===== src/rtl/has_pkg.sv =====
package has_pkg;

  typedef enum logic [2:0] {
    TK_WAKE  = 3'd0,
    TK_XMIT  = 3'd1,
    TK_CMDF  = 3'd2,
    TK_SLEEP = 3'd3,
    TK_DATA  = 3'd4
  } tok_kind_t;

  typedef enum logic [2:0] {
    ER_NONE   = 3'd0,
    ER_NOSYNC = 3'd1,
    ER_PARSE  = 3'd2,
    ER_EXEC   = 3'd3,
    ER_COMM   = 3'd4,
    ER_NORESP = 3'd5
  } err_t;

  typedef enum logic [4:0] {
    S_IDLE, S_WAKE, S_WGAP, S_WXMIT, S_WRESP, S_RSWAIT, S_BUDGET, S_SPLIT,
    S_CFLAG, S_CDATA, S_PWAIT, S_PXMIT, S_PRESP, S_EWAIT, S_RXMIT, S_RRESP,
    S_SLEEP, S_DONE
  } seq_state_t;

  localparam logic [7:0] WAKE_OK_CODE = 8'h11;
  localparam logic [7:0] EXEC_FAIL    = 8'h0F;
  localparam logic [7:0] COMM_FAIL    = 8'hFF;
  localparam logic [7:0] SHORT_BLOCK  = 8'd4;

endpackage


===== src/rtl/has_cmd_buf.sv =====
module has_cmd_buf #(
  parameter int DEPTH = 8,
  parameter int IW    = 3
) (
  input  logic          clk,
  input  logic          we,
  input  logic [IW-1:0] waddr,
  input  logic [7:0]    wdata,
  input  logic [IW-1:0] raddr,
  output logic [7:0]    rdata
);

  logic [7:0] mem [DEPTH];

  for (genvar g = 0; g < DEPTH; g++) begin : g_entry
    always_ff @(posedge clk) begin
      if (we && (waddr == IW'(g))) begin
        mem[g] <= wdata;
      end
    end
  end

  assign rdata = mem[raddr];

endmodule


===== src/rtl/has_timer.sv =====
module has_timer #(
  parameter int TW = 16
) (
  input  logic          clk,
  input  logic          rst_n,
  input  logic          load,
  input  logic [TW-1:0] load_val,
  output logic          expired
);

  logic [TW-1:0] cnt_q, cnt_d;

  always_comb begin
    cnt_d = cnt_q;
    if (load) begin
      cnt_d = load_val;
    end else if (cnt_q != '0) begin
      cnt_d = cnt_q - TW'(1);
    end
  end

  always_ff @(posedge clk or negedge rst_n) begin
    if (!rst_n) cnt_q <= '0;
    else        cnt_q <= cnt_d;
  end

  assign expired = (cnt_q == '0);

endmodule


===== src/rtl/has_rx_capture.sv =====
module has_rx_capture (
  input  logic       clk,
  input  logic       rst_n,
  input  logic       clr,
  input  logic       rx_valid,
  input  logic [7:0] rx_byte,
  output logic [7:0] blk_count,
  output logic [7:0] blk_status
);

  logic [1:0] pos_q, pos_d;
  logic [7:0] cnt_q, cnt_d, st_q, st_d;

  always_comb begin
    pos_d = pos_q;
    cnt_d = cnt_q;
    st_d  = st_q;
    if (clr) begin
      pos_d = 2'd0;
    end else if (rx_valid) begin
      if (pos_q == 2'd0) cnt_d = rx_byte;
      if (pos_q == 2'd1) st_d  = rx_byte;
      if (pos_q != 2'd3) pos_d = pos_q + 2'd1;
    end
  end

  always_ff @(posedge clk or negedge rst_n) begin
    if (!rst_n) begin
      pos_q <= 2'd0;
      cnt_q <= 8'd0;
      st_q  <= 8'd0;
    end else begin
      pos_q <= pos_d;
      cnt_q <= cnt_d;
      st_q  <= st_d;
    end
  end

  assign blk_count  = cnt_q;
  assign blk_status = st_q;

endmodule


===== src/rtl/host_auth_seq.sv =====
module host_auth_seq
  import has_pkg::*;
#(
  parameter int BUF_DEPTH   = 8,
  parameter int T_PARSE     = 1000,
  parameter int T_EXEC_LONG = 300000,
  parameter int T_SHORT     = 40000,
  parameter int T_TIMEOUT   = 650000,
  parameter int T_WAKE      = 3000,
  parameter int T_WATCHDOG  = 13000000,
  parameter int T_BYTE      = 400,
  parameter int MAX_REREAD  = 2,
  localparam int IW = (BUF_DEPTH > 1) ? $clog2(BUF_DEPTH) : 1,
  localparam int LW = $clog2(BUF_DEPTH + 1)
) (
  input  logic          clk,
  input  logic          rst_n,
  input  logic          start,
  input  logic          cmd_long,
  input  logic [LW-1:0] cmd_len,
  input  logic          buf_we,
  input  logic [IW-1:0] buf_addr,
  input  logic [7:0]    buf_wdata,
  output logic          tok_req,
  output logic [2:0]    tok_kind,
  output logic [7:0]    tok_data,
  input  logic          tok_done,
  input  logic          rx_valid,
  input  logic [7:0]    rx_byte,
  input  logic          rx_end,
  input  logic          rx_crc_ok,
  output logic          busy,
  output logic          done,
  output logic          success,
  output logic [2:0]    err_code,
  output logic [7:0]    resp_status
);

  localparam int MAXW = T_WATCHDOG + T_EXEC_LONG + T_SHORT + T_PARSE + 2 * T_TIMEOUT + T_WAKE;
  localparam int TW   = $clog2(MAXW + 1);
  localparam int RW   = $clog2(MAX_REREAD + 2);
  localparam int SW   = $clog2(T_WATCHDOG + 1) + 1;

  // reset: asynchronous assert, synchronous release
  logic [1:0] rsync_q;
  logic       rst_ns;
  always_ff @(posedge clk or negedge rst_n) begin
    if (!rst_n) rsync_q <= 2'b00;
    else        rsync_q <= {rsync_q[0], 1'b1};
  end
  assign rst_ns = rsync_q[1];

  seq_state_t    state_q, state_d;
  logic [1:0]    att_q, att_d;
  logic [RW-1:0] rd_q, rd_d;
  logic [IW-1:0] idx_q, idx_d;
  logic          split_q, split_d;
  logic          long_q, long_d;
  logic [LW-1:0] len_q, len_d;
  err_t          err_q, err_d;
  logic          succ_q, succ_d;
  logic [7:0]    stat_q, stat_d;
  logic [SW-1:0] sess_q, sess_d;

  logic          tmr_load, tmr_exp;
  logic [TW-1:0] tmr_val;
  logic          rx_clr;
  logic [7:0]    blk_count, blk_status, buf_rdata;
  logic [31:0]   est, sess_ext;
  logic          over_budget, last_byte;

  has_cmd_buf #(.DEPTH(BUF_DEPTH), .IW(IW)) u_buf (
    .clk(clk), .we(buf_we), .waddr(buf_addr), .wdata(buf_wdata),
    .raddr(idx_q), .rdata(buf_rdata)
  );

  has_timer #(.TW(TW)) u_tmr (
    .clk(clk), .rst_n(rst_ns), .load(tmr_load), .load_val(tmr_val), .expired(tmr_exp)
  );

  has_rx_capture u_rx (
    .clk(clk), .rst_n(rst_ns), .clr(rx_clr), .rx_valid(rx_valid), .rx_byte(rx_byte),
    .blk_count(blk_count), .blk_status(blk_status)
  );

  // session budget estimate: bytes, waits and one response timeout of margin
  always_comb begin
    est = 32'(len_q) * 32'(T_BYTE) + 32'(T_TIMEOUT) +
          (long_q ? 32'(T_PARSE + T_TIMEOUT + T_EXEC_LONG) : 32'(T_SHORT));
    sess_ext    = 32'(sess_q);
    over_budget = (sess_ext + est) > 32'(T_WATCHDOG);
  end

  assign last_byte = ((LW'(idx_q) + LW'(1)) == len_q);

  always_comb begin
    state_d  = state_q;
    att_d    = att_q;
    rd_d     = rd_q;
    idx_d    = idx_q;
    split_d  = split_q;
    long_d   = long_q;
    len_d    = len_q;
    err_d    = err_q;
    succ_d   = succ_q;
    stat_d   = stat_q;
    tmr_load = 1'b0;
    tmr_val  = '0;
    rx_clr   = 1'b0;

    unique case (state_q)
      S_IDLE: begin
        if (start) begin
          long_d  = cmd_long;
          len_d   = cmd_len;
          att_d   = 2'd0;
          rd_d    = '0;
          split_d = 1'b0;
          err_d   = ER_NONE;
          succ_d  = 1'b0;
          stat_d  = 8'd0;
          state_d = S_WAKE;
        end
      end
      S_WAKE: begin
        if (tok_done) begin
          tmr_load = 1'b1;
          tmr_val  = TW'(T_WAKE);
          state_d  = S_WGAP;
        end
      end
      S_WGAP: if (tmr_exp) state_d = S_WXMIT;
      S_WXMIT: begin
        rx_clr = 1'b1;
        if (tok_done) begin
          tmr_load = 1'b1;
          tmr_val  = TW'(T_TIMEOUT);
          state_d  = S_WRESP;
        end
      end
      S_WRESP: begin
        if (rx_end && rx_crc_ok && (blk_status == WAKE_OK_CODE)) begin
          state_d = S_BUDGET;
        end else if (rx_end || (tmr_exp && !rx_valid)) begin
          if (att_q == 2'd3) begin
            err_d   = ER_NOSYNC;
            state_d = S_SLEEP;
          end else begin
            tmr_load = 1'b1;
            unique case (att_q)
              2'd0:    tmr_val = TW'(T_TIMEOUT);
              2'd1:    tmr_val = TW'(2 * T_TIMEOUT);
              default: tmr_val = TW'(T_WATCHDOG);
            endcase
            att_d   = att_q + 2'd1;
            state_d = S_RSWAIT;
          end
        end else if (rx_valid) begin
          tmr_load = 1'b1;
          tmr_val  = TW'(T_TIMEOUT);
        end
      end
      S_RSWAIT: if (tmr_exp) state_d = S_WAKE;
      S_BUDGET: begin
        if (!split_q && over_budget) begin
          split_d = 1'b1;
          state_d = S_SPLIT;
        end else begin
          idx_d   = '0;
          state_d = S_CFLAG;
        end
      end
      S_SPLIT: begin
        if (tok_done) begin
          att_d   = 2'd0;
          state_d = S_WAKE;
        end
      end
      S_CFLAG, S_CDATA: begin
        if (tok_done) begin
          if ((state_q == S_CDATA) && !last_byte) begin
            idx_d   = idx_q + IW'(1);
            state_d = S_CDATA;
          end else if ((state_q == S_CFLAG) && (len_q != '0)) begin
            state_d = S_CDATA;
          end else begin
            tmr_load = 1'b1;
            tmr_val  = long_q ? TW'(T_PARSE) : TW'(T_SHORT);
            state_d  = long_q ? S_PWAIT : S_EWAIT;
          end
        end
      end
      S_PWAIT: if (tmr_exp) state_d = S_PXMIT;
      S_PXMIT: begin
        rx_clr = 1'b1;
        if (tok_done) begin
          tmr_load = 1'b1;
          tmr_val  = TW'(T_TIMEOUT);
          state_d  = S_PRESP;
        end
      end
      S_PRESP: begin
        if (rx_end) begin
          err_d   = ER_PARSE;
          stat_d  = blk_status;
          state_d = S_SLEEP;
        end else if (rx_valid) begin
          tmr_load = 1'b1;
          tmr_val  = TW'(T_TIMEOUT);
        end else if (tmr_exp) begin
          tmr_load = 1'b1;
          tmr_val  = TW'(T_EXEC_LONG);
          state_d  = S_EWAIT;
        end
      end
      S_EWAIT: if (tmr_exp) state_d = S_RXMIT;
      S_RXMIT: begin
        rx_clr = 1'b1;
        if (tok_done) begin
          tmr_load = 1'b1;
          tmr_val  = TW'(T_TIMEOUT);
          state_d  = S_RRESP;
        end
      end
      S_RRESP: begin
        if (rx_end) begin
          stat_d = blk_status;
          if (rx_crc_ok) begin
            if ((blk_count == SHORT_BLOCK) && (blk_status == EXEC_FAIL))      err_d = ER_EXEC;
            else if ((blk_count == SHORT_BLOCK) && (blk_status == COMM_FAIL)) err_d = ER_COMM;
            else                                                              succ_d = 1'b1;
            state_d = S_SLEEP;
          end else if (rd_q == RW'(MAX_REREAD)) begin
            err_d   = ER_COMM;
            state_d = S_SLEEP;
          end else begin
            rd_d    = rd_q + RW'(1);
            state_d = S_RXMIT;
          end
        end else if (rx_valid) begin
          tmr_load = 1'b1;
          tmr_val  = TW'(T_TIMEOUT);
        end else if (tmr_exp) begin
          err_d   = ER_NORESP;
          state_d = S_SLEEP;
        end
      end
      S_SLEEP: if (tok_done) state_d = S_DONE;
      S_DONE:  state_d = S_IDLE;
      default: state_d = S_IDLE;
    endcase
  end

  // session clock: restarts on every completed wake token, saturates
  always_comb begin
    sess_d = sess_q;
    if ((state_q == S_WAKE) && tok_done) sess_d = '0;
    else if (sess_q != '1)               sess_d = sess_q + SW'(1);
  end

  always_ff @(posedge clk or negedge rst_ns) begin
    if (!rst_ns) begin
      state_q <= S_IDLE;
      att_q   <= 2'd0;
      rd_q    <= '0;
      idx_q   <= '0;
      split_q <= 1'b0;
      long_q  <= 1'b0;
      len_q   <= '0;
      err_q   <= ER_NONE;
      succ_q  <= 1'b0;
      stat_q  <= 8'd0;
      sess_q  <= '0;
    end else begin
      state_q <= state_d;
      att_q   <= att_d;
      rd_q    <= rd_d;
      idx_q   <= idx_d;
      split_q <= split_d;
      long_q  <= long_d;
      len_q   <= len_d;
      err_q   <= err_d;
      succ_q  <= succ_d;
      stat_q  <= stat_d;
      sess_q  <= sess_d;
    end
  end

  always_comb begin
    tok_req  = 1'b1;
    tok_kind = TK_WAKE;
    tok_data = 8'd0;
    unique case (state_q)
      S_WAKE:                   tok_kind = TK_WAKE;
      S_WXMIT, S_PXMIT, S_RXMIT: tok_kind = TK_XMIT;
      S_CFLAG:                  tok_kind = TK_CMDF;
      S_SPLIT, S_SLEEP:         tok_kind = TK_SLEEP;
      S_CDATA: begin
        tok_kind = TK_DATA;
        tok_data = buf_rdata;
      end
      default:                  tok_req = 1'b0;
    endcase
  end

  assign busy        = (state_q != S_IDLE);
  assign done        = (state_q == S_DONE);
  assign success     = succ_q;
  assign err_code    = err_q;
  assign resp_status = stat_q;

endmodule


===== config.mk =====
export PLATFORM = sky130hd
export DESIGN_NAME = host_auth_seq
export DESIGN_NICKNAME = d
export VERILOG_FILES = /design/src/rtl/has_pkg.sv /design/src/rtl/has_cmd_buf.sv /design/src/rtl/has_timer.sv /design/src/rtl/has_rx_capture.sv /design/src/rtl/host_auth_seq.sv
export SDC_FILE = /design/constraint.sdc
export NUM_CORES = 1
export LEC_CHECK = 0
export CORE_MARGIN = 2
export CORE_UTILIZATION = 45
export DETAILED_ROUTE_END_ITERATION = 6
export DONT_BUFFER_PORTS = 1
export PLACE_DENSITY_LB_ADDON = 0.05
export SYNTH_ARGS = -nofsm -noshare
export SYNTH_HDL_FRONTEND = slang
export SYNTH_SLANG_ARGS = --single-unit

===== constraint.sdc =====
create_clock -name clk -period 3.5 [get_ports clk]
set_input_delay 0.175 -clock clk [delete_from_list [all_inputs] [get_ports clk]]
set_output_delay 0.175 -clock clk [all_outputs]
set_load 0.005 [all_outputs]

# Word level (Yosys, flattened, before mapping)
# Memories as Yosys holds them, arrays and structs flattened.
# Index checks and enable logic that the tools add are counted.
# word_totals
ff_bits	99
ramBits	64
output_inout_bits	26
elab_cells	307
memories	1
# op_classes
n_addsub	10
n_mul	1
order_cmp	1
n_eq_ne	69
n_mux	144
bitwise	1
n_reduce_logical	64
# mem_list
name	depth	width	rd	rd_ports_with_merged_regs	wr	line_no	text
u_buf.mem	8	8	1	0	1	has_cmd_buf.sv:13	logic [7:0] mem [DEPTH];
# op_table
cell	count
24-bit two-way mux	6
24-bit case mux with 6 select lines	1
5-bit two-way mux	23
20-bit two-way mux	5
8-bit two-way mux	10
5-bit case mux with 16 select lines	1
3-bit two-way mux	25
16-bit two-way mux	4
8-bit OR reduction	8
2-bit inequality test, second input constant	27
25-bit two-way mux	2
24-bit case mux with 2 select lines	1
1-bit two-way mux	43
5-bit by 4-bit equality test with 1-bit output, second input constant	8
25-bit by 22-bit adder with 26-bit output	1
26-bit by 24-bit > comparator with 1-bit output, second input constant	1
25-bit by 1-bit adder with 25-bit output, second input constant	1
25-bit inequality test, second input constant	1
24-bit zero test	1
3-bit case mux with 4 select lines	2
24-bit nonzero test	1
24-bit by 1-bit subtractor with 24-bit output, second input constant	1
21-bit by 20-bit adder with 22-bit output	1
2-bit two-way mux	11
53 further kinds	105

# Longest topological paths before layout
# depth
ltp_word	12
depth_mapped	21
depth_no_buf	20

# Modules after synthesis
# A second synthesis with hierarchy kept.
# unflattened
cells_unflattened	966
area_unflattened_um2	10193.5
# by_module_without_submodules
module	instances	cells_each	area_each_um2	seq_area_each_um2
host_auth_seq	1	666	5476.5	1426.4
has_cmd_buf	1	106	2531.2	1921.8
has_timer	1	147	1451.4	600.6
has_rx_capture	1	47	734.5	450.4

# Worst setup path before layout
# OpenSTA, ideal clock, no wires.
# synth_timing
path_type	reg-to-reg
from	reg len_q[0]
to	reg idx_q[1]
t_arrival_ns	4.490
required_time_ns	3.374
slack_ns	-1.116
stages_incl_launch_ff	20
period_less_slack_ns	4.616
path_cell_list	dfrtp_1 -> inv_1 -> ha_1 -> ha_1 -> fa_1 -> a31oi_1 -> xor2_1 -> fa_1 -> inv_1 -> ha_1 -> ha_1 -> a21oi_1 -> nor3b_1 -> o21ai_0 -> xor2_1 -> a211oi_1 -> o21ai_1 -> a2bb2oi_2 -> nor3b_4 -> a221o_1
# synth_between
elab_chain_cells	8
elab_cells_between_ends	12
classes_between	3 x add/sub; 1 x mul; 1 x order compare; 3 x eq/ne; 4 x reduce/logical
# synth_rtl
item	line_no	text
start, declared	host_auth_seq.sv:59	logic [LW-1:0] len_q, len_d;
start signal, assigned	host_auth_seq.sv:281	len_q <= len_d;
4-bit by 5-bit multiplier with 9-bit output	host_auth_seq.sv:88	est = 32'(len_q) * 32'(T_BYTE) + 32'(T_TIMEOUT) +
13-bit by 20-bit adder with 21-bit output	host_auth_seq.sv:88	
21-bit by 20-bit adder with 22-bit output	host_auth_seq.sv:88	
25-bit by 22-bit adder with 26-bit output	host_auth_seq.sv:91	over_budget = (sess_ext + est) > 32'(T_WATCHDOG);
26-bit by 24-bit > comparator with 1-bit output	host_auth_seq.sv:91	
1-bit logical AND	host_auth_seq.sv:165	if (!split_q && over_budget) begin
2-bit inequality test (no source line)	n/a	
4-bit AND reduction (no source line) (*)	n/a	
end signal, assigned	host_auth_seq.sv:278	idx_q <= idx_d;
end, declared	host_auth_seq.sv:56	logic [IW-1:0] idx_q, idx_d;
# Mark *: on every way between the ends. The rest lies on a longest branch, timed or not.
# A chain may end at the register's enable or synchronous reset.

# Worst setup path in the final report
# layout_timing
from	reg len_q[1]
to	reg idx_q[1]
# The elaborated chain is that of the path after synthesis.

==> impl_metrics.csv <==
group,metric,value,unit
layout,nNetsFinal,1102,
setup_path,critPathBufInv,4,
clocking,cts_buffer_depth,2,
grt,antenna_found_initial,0,
layout,num-fill-cells,1860,
grt,grt_pass1_vias,7264,
setup_path,path_cells,"inv_2 -> ha_4 -> ha_4 -> fa_2 -> inv_2 -> ha_4 -> inv_2 -> fa_1 -> ha_4 -> nand2_4 -> o31ai_4 -> buf_4 -> xor2_1 -> nand4_1 -> o211ai_1 -> a211oi_2 -> o21ai_2 -> a2bb2oi_4 -> nor3b_4 -> a221o_1",
routing,detail-route-antenna-nets,0,
timing,min_period,4.570,ns
yosys,syn_area,9598,µm²
timing,report.final.setup_viol,8,
timing,finalCritPeriodShare,130.6,%
routing,finalWirelength,22650,µm
setup_path,max_stage_delay,0.52,ns
die,die_height,150.0,µm
power_and_ir_drop,ir_drop,0.9314,mV
timing,fin_worst_skew,0.01401,ns
die,initial_core_util,45.80,%
run,maxCapViolCount,0,
place,hpwlAfterDp,16560,µm
yosys,synth_warnings,0,
yosys,synthMuxAreaShare,6.701,%
yosys,synthArstFlopShare,60.74,%
routing,drcViolationCount,0,
timing,fin_ws,-1.070,ns
layout,layout_commonest_cell,"dfrtp_1",
yosys,yosys.area.top_type,"dfrtp_1",
layout,multi_input_area,5042,µm²
place,globalplace.congestion,0.9046,
clocking,clock_latency,0.43,ns
die,core.rowCount,53,
yosys,synthAdderAreaFrac,10.14,%
yosys,yosys_most_used_dff,"dfrtp_1",
yosys,syn_nets,1007,
min_path,whs_path_depth,2,
die,ios,58,
outcome,run_status,"finished, violations left",
timing,slew_viol_final,0,
grt,grt_overflow,0,
die,dieArea,22510,µm²
yosys,syn_area_per_cell,10.64,µm²
clocking,cts_buffers,17,
min_path,hold_path.class,"input pin to flip-flop",
routing,first_pass_iters,5,
setup_path,crit_family,"adder cells",
clocking,cts.clk_slew.worst_paths,0.07,ns
yosys,synth_xor_area_share,5.475,%
clocking,cts_tree,"yes",
outcome,violations,"setup timing",
routing,drt_iter0_markers,269,
setup_path,slowest_stage,"fa_2",
timing,rsz0062_at_grt,"yes",
yosys,ys_ff_latch,163,
timing,fmax,0.2188,GHz
setup_path,end_kind,"flip-flop",
layout,mostFrequentLayoutCells,"dfrtp_1 (98), nor2_1 (90), buf_4 (79)",
power_and_ir_drop,p_leak,4.886,nW
layout,area_growth,20.05,%
grt,globalRouteTotalUtil,21.22,%
yosys,synth_cells,902,
grt,grt_pass1_wl,37320,µm
routing,via_count,7168,
clocking,cts.sink_count,163,
yosys,post-synth-top-area-fraction,25.81,%
setup_path,critical_path_arrival,4.93,ns
setup_path,path_max_fanout,7,
layout,seq_area,4403,µm²
routing,wl_per_cell,17.63,µm
grt,grt_max_degree,84,
yosys,synthSimpleGateAreaFrac,16.82,%
setup_path,worstSetupPathType,"flip-flop to flip-flop",
clocking,cts_root_buf,"clkbuf_16",
yosys,seq_area_frac_synth,45.83,%
yosys,synth_cell_types,81,
timing,slew_headroom,26.26,%
die,die-width,150.0,µm
setup_path,cp.required,3.87,ns
layout,num_antenna_cells,0,
timing,tightest_slew,1.106,ns
setup_path,startpoint_type,"flip-flop",
yosys,synth_area_leaders,"dfrtp_1 (26%), edfxtp_1 (20%), ha_1 (8.5%)",
setup_path,cp_common_cell,"ha_4",
routing,drt-vias-per-instance,5.578,
setup_path,cp.depth,20,
clocking,htreeDepth,4,
yosys,synth_compound_area_share,10.98,%
timing,hold_ws,0.08209,ns
yosys,synth_top_family_by_area,"simple AND/OR/NAND/NOR gates",
layout,finish.utilization,54.99,%
setup_path,r2r.worst_path.cells,20,
yosys,synth_edf_count,64,
power_and_ir_drop,p_per_area,1111,nW/µm²
place,io_buffers,0,
timing,hold_viol_final,0,
die,core,20960,µm²
layout,drive_above_1_share,19.80,%
[through the flow]
| step | instance area (µm²) | power, W | TNS, ns | setup WS (ns) | instances |
|---|---|---|---|---|---|
| 2_1_floorplan | 9674 | 0.007796 | -6.650 | -0.8725 | 902 |
| 3_3_place_gp | 10400 | 0.009640 | -8.387 | -1.094 | 1215 |
| 3_5_place_dp | 10400 | 0.009802 | -9.001 | -1.172 | 1215 |
| 4_1_cts | 11410 | 0.01257 | -8.293 | -1.072 | 1278 |
| 5_1_grt | 11520 | 0.01389 | -9.875 | -1.265 | 1285 |
| 6_report | 11520 | 0.01280 | -8.335 | -1.070 | 1285 |
[cell type report]
class	instances	area share, %
sequential	163	38.21
clock inverter	15	1.683
tap	275	2.986
clock buffer	17	3.692
timing repair buffer	106	7.580
inverter	64	2.085
multi-input combinational	645	43.76
[routing by layer]
metal / up-vias / wire length [µm] / GRT usage (%)
li1: 3446 / - / -
met1: 3537 / 9949 / 27.64
met2: 149 / 11430 / 36.12
met3: 36 / 791 / 3.598
met4: 0 / 478 / 6.840
met5: - / 0 / 0
[synthesized netlist by cell type (4+ instances only)]
master     instances
nor4_1             8
inv_1             63
nand3_1           29
mux2_2            18
a31oi_1           12
nand2_1           65
o21ai_1            5
nor3b_1            9
dfrtp_1           99
buf_2             10
o21ai_0           33
nor3_1            21
nor2_1            90
o2111ai_1          4
mux4_2            16
clkbuf_1          13
o22ai_1           11
fa_1               8
nand4_1           13
a22o_1             8
xnor2_1           35
mux2i_1            8
o21a_1             7
xor2_1            25
and2_1             4
nand2b_1          10
and3_1            11
ha_1              65
a21o_1             5
or3_1              7
a211oi_1           4
nor2b_1           10
a21oi_1           40
edfxtp_1          64
[power by group]
part	internal [W]	total (W)	switching, W
Combinational	0.00402	0.00809	0.00407
Sequential	0.00239	0.00280	0.000408
Clock	0.000982	0.00191	0.000926
Total	0.00740	0.0128	0.00540
[cell families after synthesis]
family,after synthesis
xor gates and xnor gates,60
adders and majority gates,73
and+or+nand+nor,307
muxes,42
AOI/OAI and AO/OA,162
other,1
DFF,163
buffers and inverters,94
[worst reg2reg max path, stage by stage (launching register included)]
cell	delay, ns
dfrtp_1	0.42
inv_2	0.08
ha_4	0.25
ha_4	0.16
fa_2	0.52
inv_2	0.04
ha_4	0.25
inv_2	0.03
fa_1	0.47
ha_4	0.32
nand2_4	0.05
o31ai_4	0.30
buf_4	0.17
xor2_1	0.13
nand4_1	0.09
o211ai_1	0.24
a211oi_2	0.12
o21ai_2	0.20
a2bb2oi_4	0.11
nor3b_4	0.35
a221o_1	0.21
[final timing paths]
| kind | slack, ns | end | start |
|---|---|---|---|
| max in group asynchronous | 2.07 | sess_q[8] | rsync_q[1] |
| min in group asynchronous | 0.50 | rsync_q[0] | rst_n |
| setup / recovery | -1.07 | idx_q[1] | len_q[1] |
| setup reg to reg | -1.07 | idx_q[1] | len_q[1] |
| hold reg to reg | 0.38 | rsync_q[1] | rsync_q[0] |
| hold / removal | 0.08 | idx_q[0] | tok_done |
[flip-flops by register name, summed over array words and instances (netlist names), 2 cells and up]
| signal | cells |
|---|---|
| att_q | 2 |
| rd_q | 2 |
| resp_status | 8 |
| u_rx.pos_q | 2 |
| sess_q | 25 |
| err_code | 3 |
| u_rx.blk_status | 8 |
| u_buf.mem | 64 |
| len_q | 4 |
| state_q | 5 |
| u_rx.blk_count | 8 |
| u_tmr.cnt_q | 24 |
| rsync_q | 2 |
| idx_q | 3 |
[timing repair]
action                                 CTS  global route
resized for setup                       19             9
setup buffers                            6             7
pin swaps                               18            20
hold buffers                            26             0
endpoints found under the hold margin   93             0
setup endpoints to repair                8            14
Power figures use the tool's default switching activity.
